### src/rtl/csaacc_pkg.sv
package csaacc_pkg;

  // Strobes from control to datapath, one cycle's worth of decisions.
  typedef struct packed {
    logic clr;  // zero both stored vectors
    logic acc;  // fold the operand into the pair
    logic rd;   // capture a resolved total
  } csaStrobe_t;

endpackage

### src/rtl/csaacc_compress.sv
// Row of independent full adders: three vectors in, sum and majority out.
module csaacc_compress #(
  parameter int W = 16
) (
  input  logic [W-1:0] inA,
  input  logic [W-1:0] inB,
  input  logic [W-1:0] inC,
  output logic [W-1:0] sumOut,
  output logic [W-1:0] majOut
);

  for (genvar bitIdx = 0; bitIdx < W; bitIdx++) begin : g_fa
    assign sumOut[bitIdx] = inA[bitIdx] ^ inB[bitIdx] ^ inC[bitIdx];
    assign majOut[bitIdx] = (inA[bitIdx] & inB[bitIdx])
                          | (inA[bitIdx] & inC[bitIdx])
                          | (inB[bitIdx] & inC[bitIdx]);
  end

endmodule

### src/rtl/csaacc_ctrl.sv
// Decodes the request pins into datapath strobes and times the read strobe.
module csaacc_ctrl
  import csaacc_pkg::*;
(
  input  logic       clk,
  input  logic       rstN,
  input  logic       clear,
  input  logic       addValid,
  input  logic       readReq,
  output csaStrobe_t strobe,
  output logic       readValid
);

  always_comb begin
    strobe.clr = clear;
    strobe.acc = addValid & ~clear;   // clear has priority
    strobe.rd  = readReq;
  end

  always_ff @(posedge clk or negedge rstN) begin
    if (!rstN) readValid <= 1'b0;
    else       readValid <= readReq;
  end

endmodule

### src/rtl/csaacc_datapath.sv
// Redundant-form storage plus the resolve adder used only on reads.
module csaacc_datapath
  import csaacc_pkg::*;
#(
  parameter int IN_W  = 8,
  parameter int ACC_W = 16
) (
  input  logic             clk,
  input  logic             rstN,
  input  csaStrobe_t       strobe,
  input  logic [IN_W-1:0]  addData,
  output logic [ACC_W-1:0] readData,
  output logic [ACC_W-1:0] sumVec,
  output logic [ACC_W-1:0] carVec
);

  localparam int PAD_W = ACC_W - IN_W;

  logic [ACC_W-1:0] opExt;
  logic [ACC_W-1:0] csaSum;
  logic [ACC_W-1:0] csaMaj;
  logic [ACC_W-1:0] nextSum;
  logic [ACC_W-1:0] nextCar;

  assign opExt = {{PAD_W{1'b0}}, addData};

  csaacc_compress #(.W(ACC_W)) u_compress (
    .inA   (sumVec),
    .inB   (carVec),
    .inC   (opExt),
    .sumOut(csaSum),
    .majOut(csaMaj)
  );

  // Carry weight is absorbed by shifting; the top majority bit falls off.
  always_comb begin
    if (strobe.clr) begin
      nextSum = '0;
      nextCar = '0;
    end else if (strobe.acc) begin
      nextSum = csaSum;
      nextCar = {csaMaj[ACC_W-2:0], 1'b0};
    end else begin
      nextSum = sumVec;
      nextCar = carVec;
    end
  end

  always_ff @(posedge clk or negedge rstN) begin
    if (!rstN) begin
      sumVec <= '0;
      carVec <= '0;
    end else begin
      sumVec <= nextSum;
      carVec <= nextCar;
    end
  end

  // Single carry-propagate adder, off the accumulate loop.
  always_ff @(posedge clk or negedge rstN) begin
    if (!rstN)          readData <= '0;
    else if (strobe.rd) readData <= nextSum + nextCar;
  end

endmodule

### src/rtl/csa_accum.sv
module csa_accum
  import csaacc_pkg::*;
#(
  parameter int IN_W  = 8,
  parameter int ACC_W = 16
) (
  input  logic             clk,
  input  logic             rstN,
  input  logic             clear,
  input  logic             addValid,
  input  logic [IN_W-1:0]  addData,
  input  logic             readReq,
  output logic             readValid,
  output logic [ACC_W-1:0] readData
);

  csaStrobe_t       strobe;
  logic [ACC_W-1:0] sumVec;
  logic [ACC_W-1:0] carVec;

  csaacc_ctrl u_ctrl (
    .clk      (clk),
    .rstN     (rstN),
    .clear    (clear),
    .addValid (addValid),
    .readReq  (readReq),
    .strobe   (strobe),
    .readValid(readValid)
  );

  csaacc_datapath #(.IN_W(IN_W), .ACC_W(ACC_W)) u_dp (
    .clk     (clk),
    .rstN    (rstN),
    .strobe  (strobe),
    .addData (addData),
    .readData(readData),
    .sumVec  (sumVec),
    .carVec  (carVec)
  );

endmodule

### config.mk
export PLATFORM = sky130hd
export DESIGN_NAME = csa_accum
export DESIGN_NICKNAME = d
export VERILOG_FILES = /design/src/rtl/csaacc_pkg.sv /design/src/rtl/csaacc_compress.sv /design/src/rtl/csaacc_ctrl.sv /design/src/rtl/csaacc_datapath.sv /design/src/rtl/csa_accum.sv
export SDC_FILE = /design/constraint.sdc
export NUM_CORES = 1
export LEC_CHECK = 0
export BUFFER_PORTS_ARGS = -buffer_cell sky130_fd_sc_hd__buf_2
export CAP_MARGIN = 20
export CORE_ASPECT_RATIO = 0.6
export CORE_MARGIN = 10
export CORE_UTILIZATION = 45
export CTS_CLUSTER_DIAMETER = 100
export DETAILED_ROUTE_END_ITERATION = 16
export PLACE_DENSITY_LB_ADDON = 0.3
export SKIP_LAST_GASP = 1
export SYNTH_ARGS = -nofsm -noshare
export SYNTH_HDL_FRONTEND = slang
export SYNTH_SLANG_ARGS = --single-unit
### constraint.sdc
create_clock -name clk -period 3.7 [get_ports clk]
set_input_delay 0 -clock clk [delete_from_list [all_inputs] [get_ports clk]]
set_output_delay 0 -clock clk [all_outputs]
set_load 0.02 [all_outputs]
Word level (Yosys, flattened, before mapping)
Index checks and enable logic that the tools add are counted.
{"block": "word_totals", "ff_bits": 49, "in_bits": 13, "out_inout_bits": 17, "elab_cells": 82}
{"block": "classes", "add_sub_neg": 1, "muxes": 4, "bitwise_logic": 73}
{"cell": "$mux 16", "n": 4}
{"cell": "$and 1x1->1", "n": 32}
{"cell": "$xor 1x1->1", "n": 24}
{"cell": "$add 16x16->16", "n": 1}
{"cell": "$or 1x1->1", "n": 16}
{"cell": "$not 1->1", "n": 1}

Longest topological paths before layout
Gate-level depths: netlist of the first run.
{"block": "depth", "depth_word": 6, "ltp_mapped": 12, "mapped_depth_nobuf": 11}

Hierarchy
Synthesis of the first run repeated with hierarchy kept, for this count alone.
{"block": "hier_totals", "hier_cells": 260, "hier_area_um2": 2989.1}
{"mod": "csaacc_datapath", "n_inst": 1, "cells_each": 240, "area_each_um2": 2615.0, "seq_area_each_um2": 1201.2}
{"mod": "csaacc_compress", "n_inst": 1, "cells_each": 16, "area_each_um2": 320.3, "seq_area_each_um2": 0.0}
{"mod": "csaacc_ctrl", "n_inst": 1, "cells_each": 4, "area_each_um2": 53.8, "seq_area_each_um2": 25.0}

Worst setup path before layout of the first run
OpenSTA, ideal clock, no wires.
{"block": "synth_timing", "kind": "flip-flop to flip-flop", "start": "reg u_dp.sumVec[0]", "end": "reg u_dp.readData[6]", "setup_time_ns": 0.095, "arrival_time_ns": 2.607, "required_ns": 3.605, "path_slack_ns": 0.998, "stages_incl_launch_ff": 12, "path_buffers": 0, "synth_period_minus_slack_ns": 2.702, "cell_sequence": "dfrtp_1 -> fa_1 -> mux2i_1 -> nor2_1 -> ha_1 -> inv_1 -> fa_1 -> nor2b_4 -> o211ai_1 -> a21boi_0 -> nor3_1 -> o31ai_1"}
{"block": "synth_via", "elab_cells_between_ends": 11, "cone_classes": "add/sub: 1; mux: 4; bitwise: 6"}
{"element": "start: declaration", "line_no": "csaacc_datapath.sv:13", "source": "output logic [ACC_W-1:0] sumVec,"}
{"element": "start signal: assignment", "line_no": "csaacc_datapath.sv:54", "source": "sumVec <= nextSum;"}
{"element": "$xor 1x1->1 (2 in series)", "line_no": "csaacc_compress.sv:13", "source": "assign sumOut[bitIdx] = inA[bitIdx] ^ inB[bitIdx] ^ inC[bitIdx];"}
{"element": "$mux 16 (*)", "line_no": "csaacc_datapath.sv:40", "source": "end else if (strobe.acc) begin"}
{"element": "$mux 16 (*)", "line_no": "csaacc_datapath.sv:37", "source": "if (strobe.clr) begin"}
{"element": "via u_dp.nextSum[0]", "line_no": "csaacc_datapath.sv:22", "source": "logic [ACC_W-1:0] nextSum;"}
{"element": "$add 16x16->16 (*)", "line_no": "csaacc_datapath.sv:62", "source": "else if (strobe.rd) readData <= nextSum + nextCar;"}
{"element": "end signal: assignment", "line_no": "csaacc_datapath.sv:62"}
{"element": "end: declaration", "line_no": "csaacc_datapath.sv:12", "source": "output logic [ACC_W-1:0] readData,"}
Mark *: on every way through the listed nets, which the timed path passes. The rest lies on a longest branch.
A chain may end at the register's enable or synchronous reset.

Final worst setup path of the first run
Ends and elaborated chain as after synthesis.

==> flow_metrics.py, run 1 <==
metrics = {
    "setup_path": {
        "cp_max_fo": 4,
        "critical_path_class": "flip-flop to flip-flop",
        "max_stage_delay_ps": 500,
        "critical-path-top-delay-family": "adder cells",
        "cp-end-kind": "flip-flop",
        "timing.critical_path.buf_inv": 1,
        "path_cells": "fa_1 -> mux2i_1 -> nor2_1 -> ha_1 -> inv_1 -> fa_1 -> nor2b_4 -> o211ai_1 -> a21boi_0 -> nor3_1 -> o31ai_1",
        "cp.arrival_ps": 3240,
        "cp_data_required_time_ps": 3920,
        "crit_top_cell": "fa_1",
        "startpoint_type": "flip-flop",
        "cp_slowest_cell": "fa_1",
    },
    "global_routing": {
        "grt_pass1_wl_um": 11600,
        "grt-ovfl-total": 0,
        "grt_max_degree": 36,
        "antenna_found_initial": 0,
        "grtUsageTotal_pct": 13.2,
        "first_global_vias": 2216,
    },
    "cells_and_area": {
        "n_antenna_cell": 0,
        "drive_gt1_share_pct": 16.6,
        "final_net_count": 356,
        "layout_common_cells": "dfrtp_1 (49), nor2_1 (33), mux2i_1 (29), buf_2 (29), ha_1 (22)",
        "final_common_cell": "dfrtp_1",
        "fin_util_pct": 53.2,
        "area_growth_pct": 11.2,
    },
    "clock_network": {
        "cts_tree": "yes",
        "clkTransAtPathRegs_ps": 90,
        "clk_path_buf_depth": 2,
        "clk_latency_ps": 300,
        "cts_root_buf": "clkbuf_8",
        "post_cts_buffers": 0,
        "numClockSinks": 49,
        "htree_num_levels": 2,
        "cts_resized": 0,
        "postCtsHoldBufs": 1,
        "cts_inserted_buffers": 5,
    },
    "power_and_ir_drop": {
        "ir_drop_mv": 0.171,
        "power_leakage_nw": 1.74,
        "power_density_nw_per_um2": 347,
        "total_power_mw": 1.16,
    },
    "timing": {
        "final_hold_viol_count": 0,
        "tightest_slew_ps": 645,
        "setup_viol": 0,
        "slew_viol_final": 0,
        "fin_crit_ps": 3020,
        "setup_slack_ps": 676,
        "setup_tns_ps": 0,
        "max-slew-margin-rel_pct": 57.0,
        "timing.hold.ws_ps": 88.6,
        "rsz0062_at_grt": "false",
        "fin_skew_ps": 4.60,
        "finalCritPeriodShare_pct": 81.7,
        "fmax_mhz": 331,
    },
    "logic_synthesis": {
        "seq_area_frac_synth_pct": 40.7,
        "synthFlopType": "dfrtp_1",
        "synth_cell_types": 49,
        "async_flop_share_pct": 100,
        "synth_warnings": 0,
        "ys_seq_elements": 49,
        "syn_inst": 285,
        "syn-num-nets": 329,
        "synth_edf_count": 0,
        "avgSynthCellArea_um2": 10.6,
        "syn-cell-area_um2": 3010,
    },
    "detailed_routing": {
        "ant_nets": 0,
        "viasPerCell": 5.54,
        "drc": 0,
        "vias": 2199,
        "wl_per_cell_um": 16.9,
        "first_pass_iters": 4,
        "routed_wl_um": 6700,
        "drt_iter0_drc": 199,
    },
    "floorplan": {
        "rows": 22,
        "die_h_um": 83.4,
        "die_w_um": 126,
        "start_util_pct": 47.8,
        "num_io_pins": 30,
        "core_um2": 6300,
        "die-area_um2": 10500,
    },
    "status": {
        "status": "finished clean",
    },
    "place": {
        "io_buffers": 29,
        "dp_slack_ps": 649,
        "dp_hpwl_um": 5050,
        "gp_congestion": 0.859,
    },
    "flow_run": {
        "cap_violations": 0,
    },
    "worst_hold_path": {
        "hold_path_class": "input port to flip-flop",
    },
}
## per-stage QoR
| step | std cells | area (um2) |
|---|---|---|
| floorplan | 285 | 3010 |
| global placement | 387 | 3200 |
| detailed placement | 388 | 3220 |
| CTS | 397 | 3350 |
| global route | 397 | 3350 |
| finish | 397 | 3350 |
## cells by family after synthesis
family / synth area share (%)
AND/OR/NAND/NOR: 14.2
adder cells (fa/ha/maj): 15.1
flip-flops: 40.7
buffers and inverters: 3.57
AO/OA/AOI/OAI: 11.2
XOR/XNOR: 2.91
multiplexers: 12.3
## worst register-to-register path, delay by kind of cell, from the launching register on
kind	cells	cell delay (ps)
DFF	1	410
adders and majority gates	3	1210
buffers and inverters	1	70
and+or+nand+nor	3	370
muxes	1	70
AOI/OAI and AO/OA	3	810
## where the power goes
| group | switching (mW) | total (mW) | internal (mW) |
|---|---|---|---|
| Sequential | 0.0161 | 0.577 | 0.561 |
| Clock | 0.188 | 0.408 | 0.220 |
| Combinational | 0.109 | 0.177 | 0.0687 |
## metal layers
layer / global-route usage [%] / share of wire [%] / wire [um] / vias to the layer above
met3: 4.06 / 7.4 / 493 / 5
li1: - / - / - / 1075
met4: 2.59 / 0.67 / 45 / 0
met5: 0 / 0 / 0 / -
met1: 21.0 / 55 / 3700 / 1063
met2: 16.3 / 37 / 2450 / 56
## cell type report
class | instances | area (um2)
multi-input cells | 215 | 1680
clock inverters | 2 | 37.5
fillers | 603 | 2950
well taps | 84 | 105
clock buffers | 6 | 82.6
repair buffers | 33 | 190
flip-flops and latches | 49 | 1230
inverters | 8 | 30.0
## state kept, by name (all words and copies together) (netlist names)
register / flops
u_dp.carVec: 16
u_dp.readData: 16
u_dp.sumVec: 16
u_ctrl.readValid: 1
## cells in the mapped netlist, drive strengths merged (3+ instances only)
library cell  count  area, um2
a21o              3       22.5
a21oi            16       83.8
and2              3       18.8
and3              3       18.8
and4              3       26.3
buf               6       41.3
clkbuf            7       36.3
dfrtp            49       1230
fa                9        180
ha               22        275
inv               8       30.0
mux2              7       78.8
mux2i            29        290
nand2            16       60.1
nand3             5       25.0
nor2             33        124
nor2b             4       32.5
nor3              7       35.0
o211ai            5       37.5
o21ai             9       48.8
or4               3       22.5
xnor2             7       61.3
xor2              3       26.3
## final timing paths
kind | startpoint | to | slack (ps) | cells after the start
setup / recovery | u_dp.sumVec[0]$_DFF_PN0_ | u_dp.readData[6]$_DFFE_PN0P_ | 680 | 11
hold / removal | readReq | u_ctrl.readValid$_DFF_PN0_ | 90 | 1
setup reg to reg | u_dp.sumVec[0]$_DFF_PN0_ | u_dp.readData[6]$_DFFE_PN0P_ | 680 | 11
hold reg to reg | u_dp.readData[1]$_DFFE_PN0P_ | u_dp.readData[1]$_DFFE_PN0P_ | 500 | 2
max in group asynchronous | rstN | u_dp.readData[7]$_DFFE_PN0P_ | 3010 | 3
min in group asynchronous | rstN | u_dp.readData[0]$_DFFE_PN0P_ | 160 | 2
(Power assumes the default switching activity.)
==> run 2, diff against run 1 <==
- clock period: 3.7 -> 3 ns (I/O delays scaled with it)
==> run 2 against run 1 <==
  * Worst hold slack lost 15 ps
  * Total power grew 15%
  * Fmax grew 5.0%
  * Final area grew 3.1%
  * Core utilization grew 1.6 points
  * Clock power shrank 5.1%
  * Sequential share of layout area shrank 1.1 points
  * Routed wire length grew 2.8%
  * Flip-flop and latch count is the same
  * Largest cell class unchanged
  * Clock-buffer cell count grew 1
==> flow_metrics.py, run 2 (synthesis results as in run 1) <==
metrics = {
    "worst_hold_path": {
        "hold_path_class": "input port to flip-flop",
        "min_from": "readReq",
        "hold_depth": 1,
        "min_delay_worst_endpoint": "u_ctrl.readValid$_DFF_PN0_",
    },
    "clock_network": {
        "cts_tree": "yes",
        "cts_inserted_buffers": 5,
        "cts_root_buf": "clkbuf_8",
        "clk_path_buf_depth": 2,
        "numClockSinks": 49,
        "clk_latency_ps": 300,
        "htree_num_levels": 2,
        "clkTransAtPathRegs_ps": 90,
    },
    "global_routing": {
        "grtUsageTotal_pct": 12.9,
        "first_global_vias": 2212,
        "grt-ovfl-total": 0,
        "grt_pass1_wl_um": 11400,
        "grt_max_degree": 50,
        "antenna_found_initial": 1,
    },
    "power_and_ir_drop": {
        "ir_drop_mv": 0.213,
        "power_density_nw_per_um2": 387,
        "power_leakage_nw": 1.77,
    },
    "cells_and_area": {
        "area_growth_pct": 14.6,
        "drive_gt1_share_pct": 21.6,
        "layout_common_cells": "dfrtp_1 (49), nor2_1 (33), mux2i_1 (29), buf_2 (29), ha_1 (20)",
        "final_common_cell": "dfrtp_1",
        "n_antenna_cell": 0,
        "reg_top3": "u_dp.carVec: 16 flops, u_dp.readData: 16 flops, u_dp.sumVec: 16 flops",
        "fin_area_um2": 3450,
        "final_net_count": 363,
    },
    "detailed_routing": {
        "wl_per_cell_um": 17.0,
        "drt_iter0_drc": 163,
        "drc": 0,
        "first_pass_iters": 4,
        "viasPerCell": 5.51,
        "ant_nets": 0,
        "vias": 2227,
        "routed_wl_um": 6890,
    },
    "floorplan": {
        "num_io_pins": 30,
        "start_util_pct": 47.8,
        "die_h_um": 83.4,
        "rows": 22,
        "core_um2": 6300,
        "die-area_um2": 10500,
        "die_w_um": 126,
    },
    "setup_path": {
        "cp_data_required_time_ps": 3190,
        "startpoint_type": "flip-flop",
        "cp-end-kind": "flip-flop",
        "rrSetupSlack_ps": 120,
        "crit_start": "u_dp.sumVec[0]$_DFF_PN0_",
        "cp.arrival_ps": 3070,
        "timing.rr.end": "u_dp.readData[8]$_DFFE_PN0P_",
        "r2r_cells": 13,
        "critical_path_class": "flip-flop to flip-flop",
        "cp_max_fo": 3,
        "r2r_start": "u_dp.sumVec[0]$_DFF_PN0_",
    },
    "timing": {
        "fmax_mhz": 347,
        "setup_viol": 0,
        "slew_viol_final": 0,
        "max-slew-margin-rel_pct": 58.3,
        "finalCritPeriodShare_pct": 96.0,
        "fin_skew_ps": 8.95,
        "tightest_slew_ps": 625,
        "setup_tns_ps": 0,
        "fin_crit_ps": 2880,
        "rsz0062_at_grt": "true",
        "final_hold_viol_count": 0,
    },
    "place": {
        "gp_congestion": 0.871,
        "io_buffers": 29,
        "dp_hpwl_um": 5000,
        "place_area_um2": 3240,
    },
    "flow_run": {
        "cap_violations": 0,
    },
    "status": {
        "status": "finished clean",
    },
}
==> run 2: cell types whose count changed in the layout (fill, tap and decap cells not counted), sizes merged <==
cell,previous run,this run
buf,32,39
bufinv,1,0
clkbuf,6,7
==> run 2: where the power goes <==
group	leakage (nW)	switching, mW	internal [mW]
combinational	1.07	0.140	0.0956
sequential	0.668	0.0202	0.692
clock	0.0385	0.222	0.166
==> run 2: timing repair <==
action | CTS | global route
pin swaps | 2 | 6
setup buffers | 1 | 4
resized for setup | 4 | 13
endpoints found under the setup margin | 3 | 10
hold buffers | 1 | 0
hold endpoints to repair | 49 | 0
==> run 2: layer usage <==
| metal | GRT usage [%] | up-vias | part of all wire (%) |
|---|---|---|---|
| met5 | 0 | - | 0 |
| met4 | 1.97 | 0 | 0.52 |
| met3 | 4.51 | 4 | 8.9 |
| met2 | 16.6 | 62 | 40 |
| met1 | 19.9 | 1080 | 50 |
| li1 | - | 1081 | - |
==> run 2: area by class of cell <==
| cell class | count | area [um2] |
|---|---|---|
| timing repair buffer | 40 | 255 |
| fill | 576 | 2850 |
| clock buffer | 7 | 76.3 |
| inverter | 8 | 30.0 |
| clock inverter | 1 | 7.51 |
| tap | 84 | 105 |
| sequential | 49 | 1230 |
| multi-input combinational | 215 | 1750 |
==> run 2: worst max-delay path: stages, from the launching register on <==
cell and delay [ps]:
dfrtp_1 400, fa_1 510, mux2i_1 60, nor2_1 150, ha_2 230, inv_1 50
fa_2 370, nor2b_4 130, o211ai_1 150, buf_4 190, buf_4 130, a21oi_2 160
nor3_1 70, nand3b_1 150
==> run 2: metrics by stage <==
| stage | worst slack, ps | cells | power (mW) | hold WS, ps | utilization, % |
|---|---|---|---|---|---|
| after floorplan | 298 | 285 | 0.865 | -296 | - |
| after CTS | -6.40 | 400 | 1.34 | 66.4 | 53.2 |
| after global routing | -25.9 | 404 | 1.41 | 87.7 | 54.8 |
| after global placement | 53.1 | 390 | 0.938 | 266 | 51.3 |
| after detailed placement | -41.6 | 390 | 0.947 | 284 | 51.3 |
| final | 121 | 404 | 1.34 | 73.5 | 54.8 |
==> run 2: how the worst max path moves through the flow <==
| stage | end | slack (ps) | cells past startpoint |
|---|---|---|---|
| final | u_dp.readData[8]$_DFFE_PN0P_ | 120 | 13 |
| after detailed placement | u_dp.readData[9]$_DFFE_PN0P_ | -40 | 10 |
| after CTS | u_dp.readData[10]$_DFFE_PN0P_ | -6 | 12 |
| after floorplan | u_dp.readData[6]$_DFFE_PN0P_ | 300 | 11 |
| after global routing | u_dp.readData[8]$_DFFE_PN0P_ | -30 | 13 |
| after global placement | u_dp.readData[10]$_DFFE_PN0P_ | 50 | 12 |
==> run 3, diff against run 2 <==
- CELL_PAD_IN_SITES_DETAIL_PLACEMENT: not set -> 0
- CELL_PAD_IN_SITES_GLOBAL_PLACEMENT: not set -> 1
==> run 3 against run 2 <==
  * Critical endpoint is now u_dp.readData[10]$_DFFE_PN0P_
  * Register-to-register slack worse by 90 ps
  * Worst hold slack worse by 3.6 ps
  * Critical path type unchanged
  * Final area about the same
  * Total power up 6.9%
==> flow_metrics.py, run 3 (synthesis results as in run 1) <==
metrics = {
    "power_and_ir_drop": {
        "power_density_nw_per_um2": 414,
        "power_switching_mw": 0.395,
        "share_comb_of_total_power_pct": 16.0,
        "internal_power_mw": 1.03,
        "power_leakage_nw": 1.77,
        "seq_power_share_pct": 49.9,
        "ir_drop_mv": 0.200,
        "clkPwrFrac_pct": 34.1,
        "swShare_pct": 27.7,
    },
    "setup_path": {
        "cp_data_required_time_ps": 3250,
        "rrSetupSlack_ps": 30,
        "startpoint_type": "flip-flop",
        "cp_max_fo": 4,
        "critical_path_class": "flip-flop to flip-flop",
        "timing.rr.end": "u_dp.readData[10]$_DFFE_PN0P_",
        "cp.arrival_ps": 3220,
        "r2r_cells": 10,
        "cp-end-kind": "flip-flop",
        "r2r_start": "u_dp.sumVec[2]$_DFF_PN0_",
    },
    "clock_network": {
        "clkTransAtPathRegs_ps": 100,
        "clk_path_buf_depth": 2,
        "numClockSinks": 49,
        "clk_latency_ps": 310,
        "cts_tree": "yes",
        "htree_num_levels": 2,
        "cts_root_buf": "clkbuf_8",
        "cts_inserted_buffers": 5,
    },
    "floorplan": {
        "core_um2": 6300,
        "die_w_um": 126,
        "num_io_pins": 30,
        "die_h_um": 83.4,
        "die-area_um2": 10500,
        "start_util_pct": 47.8,
        "rows": 22,
    },
    "place": {
        "gp_congestion": 0.826,
        "place_area_um2": 3260,
        "dp_hpwl_um": 5230,
        "io_buffers": 29,
    },
    "detailed_routing": {
        "drc": 0,
        "vias": 2245,
        "drt_iter0_drc": 168,
        "first_pass_iters": 4,
        "routed_wl_um": 6900,
        "viasPerCell": 5.56,
        "wl_per_cell_um": 17.1,
        "ant_nets": 0,
    },
    "cells_and_area": {
        "drive_gt1_share_pct": 21.3,
        "n_antenna_cell": 0,
        "layout_common_cells": "dfrtp_1 (49), nor2_1 (33), mux2i_1 (29), buf_2 (29), ha_1 (18)",
        "fin_area_um2": 3450,
        "reg_top3": "u_dp.carVec: 16 flops, u_dp.readData: 16 flops, u_dp.sumVec: 16 flops",
        "fin_util_pct": 54.7,
        "area_growth_pct": 14.5,
        "final_net_count": 363,
        "fill_cells": 563,
        "final_common_cell": "dfrtp_1",
    },
    "timing": {
        "slew_viol_final": 0,
        "max-slew-margin-rel_pct": 50.2,
        "tightest_slew_ps": 747,
        "fin_skew_ps": 12.2,
        "timing.hold.ws_ps": 69.9,
        "fin_crit_ps": 2970,
        "setup_tns_ps": 0,
        "setup_viol": 0,
        "fmax_mhz": 337,
        "rsz0062_at_grt": "true",
        "final_hold_viol_count": 0,
        "finalCritPeriodShare_pct": 99.0,
    },
    "status": {
        "status": "finished clean",
    },
    "worst_hold_path": {
        "hold_depth": 1,
        "min_from": "readReq",
        "hold_path_class": "input port to flip-flop",
        "min_delay_worst_endpoint": "u_ctrl.readValid$_DFF_PN0_",
    },
    "flow_run": {
        "cap_violations": 0,
    },
    "global_routing": {
        "first_global_vias": 2218,
        "antenna_found_initial": 0,
        "grt-ovfl-total": 0,
        "grtUsageTotal_pct": 13.1,
        "grt_pass1_wl_um": 11600,
        "grt_max_degree": 34,
    },
}
==> run 3: worst max path at each step <==
stage                                        start                       endpoint  slack [ps]  cells past startpoint
final                     u_dp.sumVec[2]$_DFF_PN0_  u_dp.readData[10]$_DFFE_PN0P_          30                     10
after global routing      u_dp.sumVec[0]$_DFF_PN0_  u_dp.readData[12]$_DFFE_PN0P_        -140                     11
after CTS                 u_dp.sumVec[1]$_DFF_PN0_   u_dp.readData[9]$_DFFE_PN0P_           4                     10
after detailed placement  u_dp.sumVec[1]$_DFF_PN0_   u_dp.readData[9]$_DFFE_PN0P_          10                     10
after global placement    u_dp.sumVec[1]$_DFF_PN0_   u_dp.readData[9]$_DFFE_PN0P_          60                     10
after floorplan           u_dp.sumVec[0]$_DFF_PN0_   u_dp.readData[6]$_DFFE_PN0P_         300                     11
==> run 3: cell type report <==
cell class | count | area, um2 | area share [%]
clock buffers | 5 | 68.8 | 1.99
clock inverters | 3 | 46.3 | 1.34
inverters | 8 | 30.0 | 0.870
multi-input cells | 215 | 1730 | 50.2
flip-flops and latches | 49 | 1230 | 35.5
well taps | 84 | 105 | 3.05
repair buffers | 40 | 243 | 7.03
==> run 3: worst max-delay path: stages, from the launching register on <==
cell	delay (ps)
dfrtp_1	410
fa_1	500
mux2i_1	60
nor2_1	180
ha_2	340
nor2b_4	140
o211ai_1	400
a21boi_1	120
buf_4	170
or4_1	500
nand3_1	100
==> run 3: metal layers <==
metal	wire, um	vias up	track usage, %
met5	0	-	0
met4	48	0	2.80
met3	385	6	3.36
met2	2670	58	17.3
met1	3800	1087	20.3
li1	-	1094	-
==> run 3: timing repair <==
item	in CTS	in global routing
gates resized for setup	0	14
setup buffers	0	2
endpoints found under the hold margin	31	0
endpoints found under the setup margin	0	10
hold buffers	1	0
==> run 3: stage by stage <==
stage,cells,power (mW),setup slack [ps]
after floorplan,285,0.865,298
after global placement,393,0.941,63.9
after detailed placement,393,0.950,14.0
after CTS,402,1.44,3.67
after global routing,404,1.50,-140
final,404,1.43,30.8
==> run 3: power groups by stage <==
stage                     registers [mW]  logic, mW  clock network (mW)
after detailed placement           0.726      0.224                   0
after global placement             0.723      0.218                   0
after floorplan                    0.746      0.119                   0
final                              0.712      0.229               0.487
after CTS                          0.713      0.226               0.500
after global routing               0.718      0.254               0.526
